$ cat src/rtl/flash_guard_pkg.sv
package flash_guard_pkg;

  typedef enum logic [1:0] {
    OP_READ  = 2'd0,
    OP_WRITE = 2'd1,
    OP_ERASE = 2'd2,
    OP_RSVD  = 2'd3
  } op_e;

  typedef enum logic [1:0] {
    RSN_NONE   = 2'd0,
    RSN_WR_OFF = 2'd1,
    RSN_ER_OFF = 2'd2,
    RSN_LOCKED = 2'd3
  } reason_e;

  typedef struct packed {
    logic sampleLock;
    logic loadCtl;
    logic evalReq;
  } strobe_t;

endpackage

$ cat src/rtl/flash_guard_ctrl.sv
module flash_guard_ctrl
  import flash_guard_pkg::*;
(
  input  logic    clk,
  input  logic    rstN,
  input  logic    ctlWrEn,
  input  logic    reqValid,
  input  op_e     reqOp,
  output strobe_t stb
);

  logic ready;

  always_ff @(posedge clk) begin
    if (!rstN) ready <= 1'b0;
    else       ready <= 1'b1;
  end

  always_comb begin
    stb.sampleLock = !ready;
    stb.loadCtl    = ctlWrEn;
    stb.evalReq    = ready && reqValid && (reqOp != OP_RSVD);
  end

  AST_SAMPLE_ONCE: assert property (@(posedge clk) disable iff (!rstN)
    stb.sampleLock |=> !stb.sampleLock);

  AST_NO_EVAL_DURING_SAMPLE: assert property (@(posedge clk) disable iff (!rstN)
    !(stb.sampleLock && stb.evalReq));

endmodule

$ cat src/rtl/flash_guard_dp.sv
module flash_guard_dp
  import flash_guard_pkg::*;
#(
  parameter int USER_KB    = 8,
  parameter int PAGE_BYTES = 512,
  localparam int USER_BYTES = USER_KB * 1024,
  localparam int ADDR_W     = $clog2(USER_BYTES),
  localparam int PG_SHIFT   = $clog2(PAGE_BYTES),
  localparam int NUM_PAGES  = USER_BYTES / PAGE_BYTES,
  localparam int LOCK_PAGE  = NUM_PAGES - 1
) (
  input  logic              clk,
  input  logic              rstN,
  input  strobe_t           stb,
  input  logic [7:0]        lockByteIn,
  input  logic [1:0]        ctlWrData,
  input  op_e               reqOp,
  input  logic [ADDR_W-1:0] reqAddr,
  input  logic              reqDebug,
  input  logic [ADDR_W-1:0] execAddr,
  output logic              grant,
  output logic              violation,
  output reason_e           violCode
);

  logic [7:0]           lockByte;
  logic                 lockValid;
  logic                 wrEn, erEn;
  logic [7:0]           lockCount;
  logic [NUM_PAGES-1:0] lockedMask, tgtHit, execHit;
  logic                 tgtLocked, execLocked;
  reason_e              rsn;

  assign lockCount = ~lockByte;

  for (genvar p = 0; p < NUM_PAGES; p++) begin : g_page
    if (p == LOCK_PAGE) begin : g_lockpg
      assign lockedMask[p] = (lockCount != 8'd0);
    end else begin : g_userpg
      assign lockedMask[p] = (9'(p) < {1'b0, lockCount});
    end
    assign tgtHit[p]  = ((reqAddr  >> PG_SHIFT) == ADDR_W'(p));
    assign execHit[p] = ((execAddr >> PG_SHIFT) == ADDR_W'(p));
  end

  assign tgtLocked  = |(tgtHit  & lockedMask);
  assign execLocked = |(execHit & lockedMask);

  always_comb begin
    rsn = RSN_NONE;
    if (tgtLocked && (reqDebug || !execLocked))
      rsn = RSN_LOCKED;
    else if (!reqDebug && reqOp == OP_WRITE && !wrEn)
      rsn = RSN_WR_OFF;
    else if (!reqDebug && reqOp == OP_ERASE && !(wrEn && erEn))
      rsn = RSN_ER_OFF;
  end

  always_ff @(posedge clk) begin
    if (!rstN) begin
      lockByte  <= 8'hFF;
      lockValid <= 1'b0;
      wrEn      <= 1'b0;
      erEn      <= 1'b0;
      grant     <= 1'b0;
      violation <= 1'b0;
      violCode  <= RSN_NONE;
    end else begin
      if (stb.sampleLock) begin
        lockByte  <= lockByteIn;
        lockValid <= 1'b1;
      end
      if (stb.loadCtl) begin
        wrEn <= ctlWrData[0];
        erEn <= ctlWrData[1];
      end
      grant     <= stb.evalReq && (rsn == RSN_NONE);
      violation <= stb.evalReq && (rsn != RSN_NONE);
      violCode  <= stb.evalReq ? rsn : RSN_NONE;
    end
  end

  AST_NO_OUT_BEFORE_SAMPLE: assert property (@(posedge clk) disable iff (!rstN)
    !lockValid |=> !grant && !violation);

  AST_EXCLUSIVE: assert property (@(posedge clk) disable iff (!rstN)
    !(grant && violation));

  AST_CODE_QUIET: assert property (@(posedge clk) disable iff (!rstN)
    !violation |-> violCode == RSN_NONE);

  AST_DEBUG_LOCKED: assert property (@(posedge clk) disable iff (!rstN)
    (stb.evalReq && reqDebug && tgtLocked) |=> violation && violCode == RSN_LOCKED);

  AST_WRITE_NEEDS_EN: assert property (@(posedge clk) disable iff (!rstN)
    (stb.evalReq && !reqDebug && reqOp == OP_WRITE && !wrEn) |=> !grant);

  AST_ERASE_NEEDS_EN: assert property (@(posedge clk) disable iff (!rstN)
    (stb.evalReq && !reqDebug && reqOp == OP_ERASE && !(wrEn && erEn)) |=> !grant);

  AST_LOCKPAGE_RULE: assert property (@(posedge clk) disable iff (!rstN)
    lockValid |-> (lockedMask[LOCK_PAGE] == (lockByte != 8'hFF)));

endmodule

$ cat src/rtl/flash_guard.sv
module flash_guard
  import flash_guard_pkg::*;
#(
  parameter int USER_KB    = 8,
  parameter int PAGE_BYTES = 512,
  localparam int USER_BYTES = USER_KB * 1024,
  localparam int ADDR_W     = $clog2(USER_BYTES)
) (
  input  logic              clk,
  input  logic              rstN,
  input  logic [7:0]        lockByteIn,
  input  logic              ctlWrEn,
  input  logic [1:0]        ctlWrData,
  input  logic              reqValid,
  input  logic [1:0]        reqOp,
  input  logic [ADDR_W-1:0] reqAddr,
  input  logic              reqDebug,
  input  logic [ADDR_W-1:0] execAddr,
  output logic [ADDR_W-1:0] lockAddr,
  output logic              grant,
  output logic              violation,
  output logic [1:0]        violCode
);

  strobe_t stb;
  reason_e code;
  op_e     opTyped;

  assign opTyped  = op_e'(reqOp);
  assign lockAddr = ADDR_W'(USER_BYTES - 1);
  assign violCode = code;

  flash_guard_ctrl u_ctrl (
    .clk      (clk),
    .rstN     (rstN),
    .ctlWrEn  (ctlWrEn),
    .reqValid (reqValid),
    .reqOp    (opTyped),
    .stb      (stb)
  );

  flash_guard_dp #(
    .USER_KB    (USER_KB),
    .PAGE_BYTES (PAGE_BYTES)
  ) u_dp (
    .clk        (clk),
    .rstN       (rstN),
    .stb        (stb),
    .lockByteIn (lockByteIn),
    .ctlWrData  (ctlWrData),
    .reqOp      (opTyped),
    .reqAddr    (reqAddr),
    .reqDebug   (reqDebug),
    .execAddr   (execAddr),
    .grant      (grant),
    .violation  (violation),
    .violCode   (code)
  );

endmodule

$ cat config.mk
export PLATFORM = sky130hd
export DESIGN_NAME = flash_guard
export DESIGN_NICKNAME = d
export VERILOG_FILES = /design/src/rtl/flash_guard_pkg.sv /design/src/rtl/flash_guard_ctrl.sv /design/src/rtl/flash_guard_dp.sv /design/src/rtl/flash_guard.sv
export SDC_FILE = /design/constraint.sdc
export NUM_CORES = 1
export LEC_CHECK = 0
export ABC_CLOCK_PERIOD_IN_PS = 2300
export BUFFER_PORTS_ARGS = -buffer_cell sky130_fd_sc_hd__buf_4
export CAP_MARGIN = 20
export CORE_UTILIZATION = 45
export DETAILED_ROUTE_END_ITERATION = 7
export HOLD_SLACK_MARGIN = 0.15
export PLACE_DENSITY = 0.79
export SLEW_MARGIN = 0
export SYNTH_ARGS = -nofsm -noshare
export SYNTH_HDL_FRONTEND = slang
export SYNTH_SLANG_ARGS = --single-unit
export TNS_END_PERCENT = 50
$ cat constraint.sdc
create_clock -name clk -period 2.3 [get_ports clk]
set_input_delay 0.345 -clock clk [delete_from_list [all_inputs] [get_ports clk]]
set_output_delay 0.345 -clock clk [all_outputs]
set_load 0.02 [all_outputs]
==> impl_metrics.yaml, run 1 <==
logic_synthesis:
  ys_types: 43
  synth_warnings: 0
  synth_compound_area_frac: 0.227
  yosys.area_share.simple: 0.252
  synth-edff-count: 0
  yosys-top-cells-area: "dfxtp_1 25%, mux2i_1 9.3%, buf_4 8.8%, nand2_1 5.7%, buf_6 4.7%"
  synthCells: 141
  synthesis.area_um2: 1190
  ys_seq_area_frac: 0.252
  synth_top_family_by_area: "simple AND/OR/NAND/NOR gates"
  synth-adder-area-share: 0
  synth_commonest_cells: "18 x nand2_1, 15 x dfxtp_1, 14 x buf_4"
  yosysTopAreaCellShare: 0.252
  synth_ff_type: "dfxtp_1"
  ys_ff_latch: 15
  synth.most_common_cell: "nand2_1"
  postSynthAreaPerCell_um2: 8.44
  synth_mux_area_frac: 0.0925
  async_reset_ff_frac: 0
  yosys.area.top_type: "dfxtp_1"
  synth-xor-area-share: 0.0147
placement:
  dp.cells: 188
  dp_hpwl_mm: 1.80
  port_buffers: 28
  gp_congestion: 0.841
grt:
  grt_overflow: 0
  grt_max_degree: 15
  antenna_found_initial: 0
  grtUsageTotal: 0.185
  grt_pass1_vias: 875
  grt_pass1_wl_mm: 3.88
route:
  wl_per_cell_um: 12.5
  routed_via_density: 5.61
  firstDrtPassIters: 4
  ant_nets: 0
  drt-total-wl_mm: 2.39
  drc_errors: 0
  drt-initial-drc-count: 33
  via_count: 1077
hold_path:
  hp-class: "in2reg"
  hp-start: "rstN"
sta:
  hold_viol_final: 0
  max_freq_mhz: 519
  min_period_ns: 1.93
  finalSetupViolCount: 0
  period_share: 0.838
  slew_viol_final: 0
  rsz0062_at_grt: "false"
  timing.hold.ws_ns: 0.248
  setup_tns_ns: 0
  tightest_slew_ns: 0.527
  slew-limit-headroom: 0.648
  skew_ns: 0.00722
clock_network:
  cts.repair.resized: 0
  root_buffer: "clkbuf_4"
  numCtsBuffers: 3
  clockBufferDepth: 2
  cts_htree_levels: 1
  clock_sinks: 15
  tritoncts: "yes"
  post-cts-setup-buffers: 0
  clk_latency_ns: 0.28
  cts.clk_slew.worst_paths_ns: 0.10
  ctsHoldBuffers: 0
setup_path:
  cp_cell_sequence: "nor2b_1 -> o32ai_1 -> o311ai_0 -> and4_4 -> a311oi_2 -> nor2b_1"
  cp_max_fo: 14
  cpMaxStageDelayCell: "dfxtp_1"
  rr_startpoint: "u_dp.lockByte[3]"
  cpPeakStageDelay_ns: 0.59
  cp-startpoint: "u_dp.lockByte[3]"
  end_kind: "flop"
  path_delay_family: "simple AND/OR/NAND/NOR gates"
  worstSetupPathType: "reg2reg"
  required_ns: 2.47
  critPathBufInv: 0
  arrival_ns: 2.10
  startpoint_type: "flop"
  cpMostUsedCell: "nor2b_1"
layout:
  antenna-diode-count: 0
  finalNonFillerCells: 192
  nets: 206
  drive_above_1_share: 0.253
  syn2layout_area_growth_pct: 12.0
power:
  vdd_drop_max_uv: 572
  comb_power_share: 0.285
  leakagePower_nw: 0.558
  power.switching_uw: 204
  sw_frac_of_total: 0.324
  p_per_area_nw_per_um2: 473
  power_frac_seq: 0.474
  intPower_uw: 426
  totalPowerFinal_uw: 630
  clockPowerShare: 0.241
floorplanning:
  dieArea_um2: 2850
  initial_core_util: 0.480
  rows: 18
  die_h_um: 53.4
  coreArea_um2: 2480
  die_w_um: 53.4
  io_pins: 60
flow_run:
  maxCapViolCount: 0
outcome:
  status: "finished, final reports clean"
==> power by group through the flow <==
| stage | Clock [mW] | Sequential [mW] | Combinational (mW) |
|---|---|---|---|
| detailed placement | 0 | 0.304 | 0.178 |
| floorplan | 0 | 0.291 | 0.158 |
| global route | 0.170 | 0.302 | 0.200 |
| CTS | 0.157 | 0.298 | 0.179 |
| global placement | 0 | 0.303 | 0.172 |
| finish | 0.152 | 0.298 | 0.180 |
==> through the flow <==
stage                      util  setup slack, ns  area [um2]
final                     0.538            0.373        1330
after floorplan               -            0.597        1230
after global placement    0.526            0.372        1300
after global routing      0.538            0.141        1330
after detailed placement  0.526            0.364        1300
after CTS                 0.538            0.343        1330
==> flip-flops by register name, summed over array words and instances, names as in the netlist <==
signal / flops
u_ctrl.ready: 1
u_dp.erEn: 1
u_dp.grant: 1
u_dp.lockByte: 8
u_dp.violCode: 2
u_dp.violation: 1
u_dp.wrEn: 1
==> worst paths after layout <==
kind | depth (start not counted) | end | slack, ns
max reg2reg | 6 | u_dp.grant | 0.37
max | 6 | u_dp.grant | 0.37
min reg2reg | 2 | u_dp.lockByte[7] | 0.50
min | 1 | u_ctrl.ready | 0.25
==> logic make-up after synthesis <==
family | Yosys count
AO/OA/AOI/OAI | 33
XOR/XNOR | 2
buffers and inverters | 25
flip-flops | 15
multiplexers | 11
other | 1
AND/OR/NAND/NOR | 54
==> area by class of cell <==
class	instances	area, um2
clock inverter	1	7.51
inverter	2	7.51
sequential	15	300
timing repair buffer	28	210
clock buffer	3	22.5
multi-input combinational	113	747
fill	231	1140
tap	30	37.5
==> per-layer routing <==
layer | track usage | part of all wire | vias up
met5 | 0 | 0 | -
met2 | 0.310 | 0.49 | 38
met3 | 0.0517 | 0.056 | 4
met1 | 0.238 | 0.44 | 504
met4 | 0.0219 | 0.011 | 0
li1 | - | - | 531
==> layout by cell type (no fill, tap or decap), drive strengths merged, types with 2 or more instances in the layout <==
cell type / count
nor2b: 4
buf: 28
a311oi: 2
nor2: 5
or4b: 2
and4: 3
o32ai: 2
or2: 2
nand2b: 5
conb: 13
clkbuf: 3
nor3: 5
nand3: 2
mux2i: 11
xnor2: 2
o211ai: 2
a21oi: 7
nand2: 18
a31oi: 4
a22o: 2
inv: 2
dfxtp: 15
nand4: 2
o21ai: 3
nor3b: 4
Note: power is estimated with default switching activity, not from simulation.
==> inputs of run 2 (changes only) <==
--- a/config.mk
+++ b/config.mk
@@ -5,13 +5,14 @@
 export SDC_FILE = /design/constraint.sdc
 export NUM_CORES = 1
 export LEC_CHECK = 0
-export ABC_CLOCK_PERIOD_IN_PS = 2300
+export ABC_AREA = 1
+export ABC_CLOCK_PERIOD_IN_PS = 1850
 export BUFFER_PORTS_ARGS = -buffer_cell sky130_fd_sc_hd__buf_4
 export CAP_MARGIN = 20
 export CORE_UTILIZATION = 45
 export DETAILED_ROUTE_END_ITERATION = 7
 export HOLD_SLACK_MARGIN = 0.15
-export PLACE_DENSITY = 0.79
+export PLACE_DENSITY = 0.78
 export SLEW_MARGIN = 0
 export SYNTH_ARGS = -nofsm -noshare
 export SYNTH_HDL_FRONTEND = slang
==> constraint.sdc (replaced) <==
create_clock -name clk -period 1.85 [get_ports clk]
set_input_delay 0.2775 -clock clk [delete_from_list [all_inputs] [get_ports clk]]
set_output_delay 0.2775 -clock clk [all_outputs]
set_load 0.02 [all_outputs]
==> impl_metrics.yaml, run 2 <==
clock_network:
  cts.clk_slew.worst_paths_ns: 0.09
  clk_latency_ns: 0.28
  root_buffer: "clkbuf_4"
  clock_sinks: 15
  numCtsBuffers: 3
  tritoncts: "yes"
  cts_htree_levels: 1
  clockBufferDepth: 2
logic_synthesis:
  synth-adder-area-share: 0
  yosys.area_share.simple: 0.529
  ys_seq_area_frac: 0.244
  synth-edff-count: 0
  synthesis.area_um2: 1230
  yosys-top-cells-area: "dfxtp_1 24%, nand2_1 22%, nor2_1 11%, nand3_1 11%, inv_1 8.2%"
  synth_mux_area_frac: 0
  synthCells: 218
  postSynthAreaPerCell_um2: 5.65
  ys_types: 17
  synth_top_family_by_area: "simple AND/OR/NAND/NOR gates"
  yosys.area.top_type: "dfxtp_1"
  synth.most_common_cell: "nand2_1"
  synth-xor-area-share: 0
  synth_ff_type: "dfxtp_1"
  ys_ff_latch: 15
  synth_compound_area_frac: 0.0386
  synth_warnings: 0
  async_reset_ff_frac: 0
  synth_commonest_cells: "72 x nand2_1, 37 x nor2_1, 27 x inv_1"
  yosysTopAreaCellShare: 0.244
layout:
  nets: 292
  syn2layout_area_growth_pct: 17.5
  largest_reg_flops: 8
  top_regs: "u_dp.lockByte x8, u_dp.violCode x2"
  top_register: "u_dp.lockByte"
  mostFrequentLayoutCells: "72 x nand2_1, 37 x nor2_1, 31 x buf_4, 27 x inv_1, 26 x nand3_1"
  drive_above_1_share: 0.173
  antenna-diode-count: 0
  final_common_cell: "nand2_1"
hold_path:
  hp-class: "in2reg"
setup_path:
  worstSetupPathType: "reg2reg"
  arrival_ns: 1.80
  cpMaxStageDelayCell: "dfxtp_1"
  critPathBufInv: 2
  startpoint_type: "flop"
  cp_max_fo: 5
  cp_cell_sequence: "nand2_1 -> nor2_4 -> buf_4 -> nand3_1 -> nand2_1 -> nand2_1 -> inv_1 -> nand2_1 -> nor2_1 -> nand2_1 -> nand2_1 -> nand2_2 -> nand3_2 -> nor2_1"
  end_kind: "flop"
  required_ns: 2.02
  path_delay_family: "simple AND/OR/NAND/NOR gates"
  cpMostUsedCell: "nand2_1"
  cpPeakStageDelay_ns: 0.34
grt:
  grt_overflow: 0
  grt_pass1_vias: 1099
  antenna_found_initial: 0
  grt_max_degree: 16
  grtUsageTotal: 0.189
  grt_pass1_wl_mm: 4.11
sta:
  setup_tns_ns: 0
  timing.hold.ws_ns: 0.184
  max_freq_mhz: 614
  period_share: 0.881
  min_period_ns: 1.63
  hold_viol_final: 0
  skew_ns: 0.00772
  slew_viol_final: 0
  finalSetupViolCount: 0
  rsz0062_at_grt: "false"
power:
  vdd_drop_max_uv: 516
  p_per_area_nw_per_um2: 567
  leakagePower_nw: 0.802
route:
  routed_via_density: 4.77
  drc_errors: 0
  ant_nets: 0
  firstDrtPassIters: 4
  wl_per_cell_um: 9.37
  drt-total-wl_mm: 2.61
  drt-initial-drc-count: 48
  via_count: 1327
floorplanning:
  coreArea_um2: 2520
  dieArea_um2: 2950
  die_w_um: 54.3
  initial_core_util: 0.489
  die_h_um: 54.3
  rows: 18
  io_pins: 60
placement:
  port_buffers: 28
  dp_hpwl_mm: 2.04
  gp_congestion: 0.865
flow_run:
  maxCapViolCount: 0
outcome:
  status: "finished, final reports clean"
-- run 2: path summary, 6_finish.rpt --
check | startpoint | end | slack (ns) | cells after the start
max | u_dp.lockByte[4] | u_dp.grant | 0.22 | 14
min | rstN | u_ctrl.ready | 0.18 | 1
max reg2reg | u_dp.lockByte[4] | u_dp.grant | 0.22 | 14
min reg2reg | u_dp.lockByte[5] | u_dp.lockByte[5] | 0.48 | 2
-- run 2: what timing repair did --
action,CTS,global route
hold buffers,0,0
endpoints found under the setup margin,0,3
resized for setup,0,0
buffers inserted,0,3
-- run 2: logic make-up after synthesis --
group                  count (synthesis)
AND/OR/NAND/NOR                      150
buffers and inverters                 44
flip-flops                            15
AO/OA/AOI/OAI                          8
other                                  1
-- run 2: layer usage --
metal | vias to the layer above | GRT usage | share of wire
met5 | - | 0 | 0
met4 | 0 | 0.0855 | 0.0050
met3 | 4 | 0.0306 | 0.057
met2 | 43 | 0.333 | 0.48
met1 | 569 | 0.220 | 0.46
li1 | 711 | - | -
-- run 2: metrics by stage --
stage	setup slack, ns	instance area [um2]	utilization	power [mW]	cells
after CTS	0.174	1430	0.565	0.812	275
after detailed placement	0.199	1400	0.554	0.630	271
after global routing	0.0193	1450	0.574	0.878	278
final	0.220	1450	0.574	0.821	278
after floorplan	0.464	1280	-	0.573	230
after global placement	0.202	1400	0.554	0.628	271
-- run 2: area by class of cell --
cell class / count / area (um2)
clock inverters: 1 / 5.00
multi-input cells: 171 / 748
well taps: 30 / 37.5
inverters: 27 / 101
fillers: 268 / 1070
repair buffers: 31 / 233
flip-flops and latches: 15 / 300
clock buffers: 3 / 22.5
-- run 2: power by group --
part,switching [mW],internal [mW],leakage [nW],total [mW]
Sequential,0.0160,0.342,0.124,0.358
Clock,0.102,0.0801,0.0177,0.182
Combinational,0.174,0.106,0.660,0.281
